--- config.mk ---
export PLATFORM = sky130hd
export DESIGN_NAME = lcard_bank_ctrl
export DESIGN_NICKNAME = d
export VERILOG_FILES = /design/src/rtl/lcb_pkg.sv /design/src/rtl/lcb_rst_sync.sv /design/src/rtl/lcb_switch_reg.sv /design/src/rtl/lcb_window_decode.sv /design/src/rtl/lcb_route.sv /design/src/rtl/lcard_bank_ctrl.sv
export SDC_FILE = /design/constraint.sdc
export NUM_CORES = 1
export LEC_CHECK = 0
export CORE_MARGIN = 5
export CORE_UTILIZATION = 29
export CTS_BUF_LIST = sky130_fd_sc_hd__clkbuf_8
export DETAILED_ROUTE_END_ITERATION = 10
export PLACE_DENSITY = 0.93
export SYNTH_ARGS = -nofsm -noshare
export SYNTH_HDL_FRONTEND = slang
export SYNTH_SLANG_ARGS = --single-unit
--- constraint.sdc ---
create_clock -name clk -period 3.1 [get_ports clk]
set_input_delay 0.465 -clock clk [delete_from_list [all_inputs] [get_ports clk]]
set_output_delay 0.465 -clock clk [all_outputs]
set_load 0.03 [all_outputs]
--- src/rtl/lcb_pkg.sv ---
package lcb_pkg;

  localparam int unsigned LC_STATE_W = 4;
  localparam logic [LC_STATE_W-1:0] LC_STATE_MASK  = 4'hB;
  localparam logic [LC_STATE_W-1:0] LC_STATE_RESET = 4'h2;

  // Low two state bits: read source and write permission together
  typedef enum logic [1:0] {
    MD_RAM_NOWR = 2'b00,
    MD_ROM_WR   = 2'b01,
    MD_ROM_NOWR = 2'b10,
    MD_RAM_WR   = 2'b11
  } lc_mode_e;

  function automatic logic mode_reads_ram(input lc_mode_e m);
    return (m == MD_RAM_NOWR) || (m == MD_RAM_WR);
  endfunction

  function automatic logic mode_allows_write(input lc_mode_e m);
    return (m == MD_ROM_WR) || (m == MD_RAM_WR);
  endfunction

endpackage

--- src/rtl/lcb_rst_sync.sv ---
module lcb_rst_sync #(
  parameter int unsigned SYNC_STAGES = 2
) (
  input  logic clk,
  input  logic rst_n,
  output logic rst_sync_n
);
  logic [SYNC_STAGES-1:0] sh_q;
  logic [SYNC_STAGES-1:0] sh_d;

  always_comb begin
    sh_d = {sh_q[SYNC_STAGES-2:0], 1'b1};
  end

  always_ff @(posedge clk or negedge rst_n) begin
    if (!rst_n) sh_q <= '0;
    else        sh_q <= sh_d;
  end

  assign rst_sync_n = sh_q[SYNC_STAGES-1];

  initial begin
    p_stage_count_r2: assert (SYNC_STAGES >= 2)
      else $error("reset synchronizer needs at least two stages");
  end
endmodule

--- src/rtl/lcb_switch_reg.sv ---
module lcb_switch_reg
  import lcb_pkg::*;
#(
  parameter int unsigned ADDR_W = 16,
  parameter logic [ADDR_W-1:0] SW_BASE = 16'hC080
) (
  input  logic                  clk,
  input  logic                  rst_n,
  input  logic                  acc_valid,
  input  logic [ADDR_W-1:0]     acc_addr,
  output logic [LC_STATE_W-1:0] state_q
);
  localparam int unsigned PAGE_LSB = LC_STATE_W;

  logic                  sw_hit;
  logic                  load_en;
  logic [LC_STATE_W-1:0] state_d;

  always_comb begin
    sw_hit  = (acc_addr[ADDR_W-1:PAGE_LSB] == SW_BASE[ADDR_W-1:PAGE_LSB]);
    load_en = acc_valid && sw_hit;
    state_d = acc_addr[LC_STATE_W-1:0] & LC_STATE_MASK;
  end

  always_ff @(posedge clk or negedge rst_n) begin
    if (!rst_n)       state_q <= LC_STATE_RESET;
    else if (load_en) state_q <= state_d;
  end

  // a switch-page access lands in the register one cycle later
  p_load_r1: assert property (@(posedge clk) disable iff (!rst_n)
    (acc_valid && sw_hit) |=> (state_q == ($past(acc_addr[LC_STATE_W-1:0]) & LC_STATE_MASK)));
  // any other access leaves the state alone
  p_keep_r1: assert property (@(posedge clk) disable iff (!rst_n)
    !(acc_valid && sw_hit) |=> $stable(state_q));
  // the masked-off bit never appears
  p_bit2_clear_r1: assert property (@(posedge clk) disable iff (!rst_n)
    state_q[2] == 1'b0);
endmodule

--- src/rtl/lcb_window_decode.sv ---
module lcb_window_decode #(
  parameter int unsigned ADDR_W    = 16,
  parameter logic [ADDR_W-1:0] WIN_BASE = 16'hD000,
  parameter int unsigned BANK_LOG2 = 12
) (
  input  logic [ADDR_W-1:0] addr,
  output logic              in_win,
  output logic              in_banked
);
  localparam logic [ADDR_W:0] BANK_END =
    {1'b0, WIN_BASE} + (ADDR_W+1)'(1 << BANK_LOG2);

  always_comb begin
    in_win    = (addr >= WIN_BASE);
    in_banked = in_win && ({1'b0, addr} < BANK_END);
  end
endmodule

--- src/rtl/lcb_route.sv ---
module lcb_route
  import lcb_pkg::*;
#(
  parameter int unsigned ADDR_W    = 16,
  parameter int unsigned DATA_W    = 8,
  parameter int unsigned BANK_LOG2 = 12,
  parameter logic [ADDR_W-1:0] BANK1_BASE = 16'hC000
) (
  input  logic              clk,
  input  logic              rst_n,
  input  logic              acc_valid,
  input  logic              acc_wr,
  input  logic [ADDR_W-1:0] acc_addr,
  input  logic              in_win,
  input  logic              in_banked,
  input  logic              alt_zp,
  input  logic              bank1_sel,
  input  lc_mode_e          mode,
  output logic              rd_ram,
  output logic              rd_rom,
  output logic              ram_we,
  output logic              ram_aux,
  output logic [ADDR_W-1:0] ram_addr,
  output logic [DATA_W-1:0] bank2_stat,
  output logic [DATA_W-1:0] ramrd_stat
);
  logic win_acc;
  logic ram_src;

  always_comb begin
    win_acc = acc_valid && in_win;
    ram_src = mode_reads_ram(mode);
    rd_ram  = win_acc && !acc_wr && ram_src;
    rd_rom  = win_acc && !acc_wr && !ram_src;
    ram_we  = win_acc && acc_wr && mode_allows_write(mode);
    ram_aux = alt_zp && (rd_ram || ram_we);
    if (!win_acc)
      ram_addr = '0;
    else if (in_banked && bank1_sel)
      ram_addr = {BANK1_BASE[ADDR_W-1:BANK_LOG2], acc_addr[BANK_LOG2-1:0]};
    else
      ram_addr = acc_addr;
  end

  // Status bytes: the flag sits in the top bit only
  for (genvar i = 0; i < DATA_W; i++) begin : g_stat
    if (i == DATA_W-1) begin : g_flag
      assign bank2_stat[i] = !bank1_sel;
      assign ramrd_stat[i] = ram_src;
    end else begin : g_zero
      assign bank2_stat[i] = 1'b0;
      assign ramrd_stat[i] = 1'b0;
    end
  end

  // never two read sources
  p_one_src_r3: assert property (@(posedge clk) disable iff (!rst_n)
    $onehot0({rd_ram, rd_rom}));
  // write-protected modes keep the enable low
  p_no_write_r4: assert property (@(posedge clk) disable iff (!rst_n)
    ((mode == MD_RAM_NOWR) || (mode == MD_ROM_NOWR)) |-> !ram_we);
  // bank 1 lands in the relocated block
  p_bank1_off_r5: assert property (@(posedge clk) disable iff (!rst_n)
    (in_banked && bank1_sel && (rd_ram || ram_we)) |->
      (ram_addr[ADDR_W-1:BANK_LOG2] == BANK1_BASE[ADDR_W-1:BANK_LOG2]));
  // auxiliary select only on a RAM access
  p_aux_gate_r6: assert property (@(posedge clk) disable iff (!rst_n)
    !(rd_ram || ram_we) |-> !ram_aux);
  // nothing leaves the block for an address outside the window
  p_outside_r9: assert property (@(posedge clk) disable iff (!rst_n)
    !in_win |-> !(rd_ram || rd_rom || ram_we || ram_aux));
endmodule

--- src/rtl/lcard_bank_ctrl.sv ---
module lcard_bank_ctrl
  import lcb_pkg::*;
#(
  parameter int unsigned ADDR_W      = 16,
  parameter int unsigned DATA_W      = 8,
  parameter int unsigned BANK_LOG2   = 12,
  parameter int unsigned SYNC_STAGES = 2,
  parameter logic [ADDR_W-1:0] SW_BASE    = 16'hC080,
  parameter logic [ADDR_W-1:0] WIN_BASE   = 16'hD000,
  parameter logic [ADDR_W-1:0] BANK1_BASE = 16'hC000
) (
  input  logic                  clk,
  input  logic                  rst_n,
  input  logic                  acc_valid,
  input  logic                  acc_wr,
  input  logic [ADDR_W-1:0]     acc_addr,
  input  logic                  alt_zp,
  output logic                  rd_ram,
  output logic                  rd_rom,
  output logic                  ram_we,
  output logic                  ram_aux,
  output logic [ADDR_W-1:0]     ram_addr,
  output logic [LC_STATE_W-1:0] bank_state,
  output logic [DATA_W-1:0]     bank2_stat,
  output logic [DATA_W-1:0]     ramrd_stat
);
  logic     rst_sync_n;
  logic     in_win;
  logic     in_banked;
  lc_mode_e mode;

  lcb_rst_sync #(.SYNC_STAGES(SYNC_STAGES)) u_rst (
    .clk        (clk),
    .rst_n      (rst_n),
    .rst_sync_n (rst_sync_n)
  );

  lcb_switch_reg #(.ADDR_W(ADDR_W), .SW_BASE(SW_BASE)) u_reg (
    .clk       (clk),
    .rst_n     (rst_sync_n),
    .acc_valid (acc_valid),
    .acc_addr  (acc_addr),
    .state_q   (bank_state)
  );

  lcb_window_decode #(.ADDR_W(ADDR_W), .WIN_BASE(WIN_BASE), .BANK_LOG2(BANK_LOG2)) u_dec (
    .addr      (acc_addr),
    .in_win    (in_win),
    .in_banked (in_banked)
  );

  assign mode = lc_mode_e'(bank_state[1:0]);

  lcb_route #(
    .ADDR_W(ADDR_W), .DATA_W(DATA_W), .BANK_LOG2(BANK_LOG2), .BANK1_BASE(BANK1_BASE)
  ) u_route (
    .clk        (clk),
    .rst_n      (rst_sync_n),
    .acc_valid  (acc_valid),
    .acc_wr     (acc_wr),
    .acc_addr   (acc_addr),
    .in_win     (in_win),
    .in_banked  (in_banked),
    .alt_zp     (alt_zp),
    .bank1_sel  (bank_state[3]),
    .mode       (mode),
    .rd_ram     (rd_ram),
    .rd_rom     (rd_rom),
    .ram_we     (ram_we),
    .ram_aux    (ram_aux),
    .ram_addr   (ram_addr),
    .bank2_stat (bank2_stat),
    .ramrd_stat (ramrd_stat)
  );
endmodule

* After elaboration in Yosys (flattened, before gate mapping) *
Cells that the tools add are included.

storage, ports and cells
  bits in registers = 5
  input port bits = 21
  output and inout port bits = 40
  word-level logic and storage cells = 26

operators by class
  $lt $le $gt $ge = 2
  eq/ne operators = 3
  muxes and demuxes = 2
  reductions and logical operators = 17

operators by type and width
  kind                                                              count
  16-bit 2-to-1 mux                                                 2
  16-bit >= comparator (second input constant)                      1
  16-bit less-than comparator (second input constant)               1
  12-bit == test (second input constant)                            1
  1-bit logical AND                                                 10
  1-bit logical NOT                                                 3
  1-bit logical OR                                                  3
  2-bit by 1-bit == test with 1-bit output (second input constant)  1
  2-bit == test (second input constant)                             1
  2-bit logical NOT                                                 1

* Longest topological paths before layout *
  depth in word-level cells = 6
  depth in mapped cells = 5
  depth with buffers taken out = 4

* Hierarchy *
A second synthesis with hierarchy kept.

unflattened totals
  cells, all modules = 67
  area, all modules = 576.8 um^2

by module, submodules not included
  module             times used  cells an instance  area each (um^2)  seq. area each (um^2)
  lcb_route          1           49                 337.8             0.0
  lcb_switch_reg     1           13                 165.2             76.3
  lcb_rst_sync       1           3                  53.8              50.0
  lcb_window_decode  1           2                  20.0              0.0

* Least setup slack after synthesis *
OpenSTA, ideal clock, no wires.

  path type = register -> output
  start point = reg u_reg.state_q[1]
  end point = out ram_aux
  arrival time = 1.837 ns
  data required time = 2.635 ns
  path slack = 0.798 ns
  stages on the path, launching flop included = 5
  path buffers = 0
  cell sequence = dfstp_2 -> inv_1 -> ha_1 -> o21ai_0 -> a211oi_1

between the ends
  word-level cells in the longest chain between the ends = 5
  elaborated cells between the ends (all ways) = 9
  classes of those cells = eq/ne: 2; reduce/logical: 7

RTL lines
  element                                             line                   RTL
  start, declared                                     lcb_switch_reg.sv:11   output logic [LC_STATE_W-1:0] state_q
  start signal, assigned                              lcb_switch_reg.sv:27   else if (load_en) state_q <= state_d;
  2-bit == test or 2-bit logical NOT (tied branches)  lcb_pkg.sv:16          return (m == MD_RAM_NOWR) || (m == MD_RAM_WR);
  1-bit logical OR *                                  lcb_pkg.sv:16
  net u_route.ram_src                                 lcb_route.sv:28        logic ram_src;
  1-bit logical AND *                                 lcb_route.sv:33        rd_ram = win_acc && !acc_wr && ram_src;
  1-bit logical OR *                                  lcb_route.sv:36        ram_aux = alt_zp && (rd_ram || ram_we);
  1-bit logical AND *                                 lcb_route.sv:36
  end, declared                                       lcard_bank_ctrl.sv:21  output logic ram_aux,

Mark *: on every way through the listed nets, which the timed path passes. The rest lies on a longest branch.

* Final worst setup path *
  start point = in acc_valid
  end point = out ram_addr[5]

between the ends
  word-level cells in the longest chain between the ends = 2

RTL lines
  element            line                   RTL
  start, declared    lcard_bank_ctrl.sv:14  input logic acc_valid,
  1-bit logical AND  lcb_route.sv:31        win_acc = acc_valid && in_win;
  16-bit 2-to-1 mux  lcb_route.sv:37        if (!win_acc)
  end, declared      lcard_bank_ctrl.sv:22  output logic [ADDR_W-1:0] ram_addr,

No other way between the ends.

==> reports/metrics.cfg <==
[synth]
synth_area_um2=515
ys_warn_count=0
synth_area_leaders=buf_4 (25%), dfrtp_1 (19%), and2_1 (15%), mux2_2 (6.6%), dfstp_2 (5.1%)
synth_top_area_share_pct=24.8
avgSynthCellArea_um2=8.59
async_reset_ff_share_pct=100
synth_seq_cells=5
synth_edf_count=0
yosys.cell_types.count=21
ys_seq_area_share_pct=24.5
yosys.area.top_type=buf_4
synth_ff_type=dfrtp_1
syn-instance-count=60

[clocking]
insertion_delay_ps=220
cts.sinks=5
cts-root-buf=clkbuf_8
h-tree-depth=1
cts_tree=done
cts-resized-gates=0
cts.clk_slew.worst_paths_ps=30
cts_buffers=3
post-cts-setup-buffers=0
clk_path_buf_depth=2
ctsHoldBuffers=0

[placed_design]
dpl-instance-area_um2=917
pre_cts_slack_ps=276
dpl.hpwl_um=1420
port-buffer-count=45
routabilityCongestion=0.683
dp_cells=126

[sta]
report.final.hold_viol_count=0
max_freq_mhz=356
grt_setup_unrepaired=no
finalCritPeriodShare_pct=90.5
setup_slack_ps=293
min_period_ps=2810
finalSetupTns_ps=0
slew_viol_final=0
clock_skew_ps=0.343
setup_viol=0
whs_ps=40.9

[outcome]
status=completed

[final_layout]
drive_above_1_share_pct=9.52
layout_common_cells=clkdlybuf4s50_1 (45), conb_1 (16), and2_1 (12)
finalInstanceArea_um2=962
stdcell_count=130
fin_nets=129
seqCellArea_um2=126
multiInputGateArea_um2=294
area_delta_synth_final_pct=86.7
antenna_cells=0
final_common_cell=clkdlybuf4s50_1
final_core_util_pct=56.3
n_fill_cell=169

[global_routing]
grt_pass1_vias=531
grt_overflow=0
grt_start_max_net_pins=14
grt_pass1_wl_um=2250
antenna_found_initial=0
grt_usage_pct=11.1

[floorplan]
rows=15
io_pins=61
start_util_pct=30.2
core-area_um2=1710
fp.dieArea_um2=2720
fp.dieW_um=52.2
die_h_um=52.2

[detailed_routing]
vias_per_cell=3.90
antenna_left=0
drt_iter0_markers=1
wl_per_cell_um=12.1
vias=507
drc_errors=0
drt-total-wl_um=1570
drt-pass1-iter-count=2

[run]
maxCapViolCount=0

[pwr]
power.density_nw_per_um2=280
p_clk_share_pct=42.3
p_total_mw=0.269
p_sw_mw=0.0808
internal-power_mw=0.188
ir_drop_mv=0.189
p_leak_nw=0.428
combinationalPowerShare_pct=32.3
p_sw_share_pct=30.0
p_seq_share_pct=25.4

[worst_hold_path]
worstHoldPathType=reg -> async

[critical_path]
worstSetupEndpointType=primary output
start_kind=input pin
critical_path_required_ps=2630
arrival_ps=2340
crit_type=in -> out
crit_fanout=13

==> critical path: stages <==
cell and delay [ps]:
clkdlybuf4s50_1 450, and3_1 220, o21ai_2 110, inv_1 240
and2_1 190, clkdlybuf4s50_1 670
==> metal layers <==
layer	global-route usage, %	vias to the layer above	wire [um]
li1	-	249	-
met1	9.04	239	479
met2	23.6	19	969
met3	3.44	0	122
met4	3.83	0	0
met5	0	-	0
==> cells by family (layout without fill, tap and decap cells) <==
group	count (synthesis)	after routing	share of synthesized area, %
AO/OA/AOI/OAI	4	4	6.07
adder cells (fa/ha/maj)	2	2	4.85
buffers and inverters	22	53	28.6
flip-flops	5	5	24.5
multiplexers	3	3	6.55
other	2	16	1.46
AND/OR/NAND/NOR	22	22	27.9
==> Yosys cell counts, types with 2 or more instances <==
cell type / instances
ha_1: 2
inv_1: 4
and2_1: 12
nor3b_1: 2
nor2_1: 2
buf_4: 17
dfrtp_1: 4
mux2_2: 3
conb_1: 2
==> worst paths after layout <==
check	endpoint	depth (start not counted)	slack (ps)	startpoint
min in group clk	u_rst.sh_q[1]	0	350	u_rst.sh_q[0]
worst min-delay path	u_reg.state_q[0]	0	40	u_rst.sh_q[1]
max in group asynchronous	u_rst.sh_q[1]	1	2570	rst_n
worst max register to register	u_reg.state_q[0]	1	2310	u_reg.state_q[0]
worst max-delay path	ram_addr[5]	6	290	acc_valid
worst min register to register	u_reg.state_q[0]	0	40	u_rst.sh_q[1]
==> registers in the layout (all words and copies together) (netlist names) <==
name,count
u_reg.state_q,3
u_rst.sh_q,2
==> cell type report <==
class | count | share of cell area, %
multi-input cells | 47 | 30.6
flip-flops and latches | 5 | 13.1
well taps | 25 | 3.25
inverters | 4 | 1.56
clock buffers | 3 | 4.29
clock inverters | 1 | 0.390
repair buffers | 45 | 46.8
==> power by group through the flow <==
| stage | Clock [mW] | Sequential [mW] | Combinational [mW] |
|---|---|---|---|
| after floorplan | 0 | 0.0691 | 0.0595 |
| after global placement | 0 | 0.0690 | 0.0856 |
| after detailed placement | 0 | 0.0692 | 0.0866 |
| after CTS | 0.118 | 0.0684 | 0.0870 |
| after global routing | 0.123 | 0.0686 | 0.0919 |
| final | 0.114 | 0.0683 | 0.0870 |
Power figures use the tool's default switching activity.
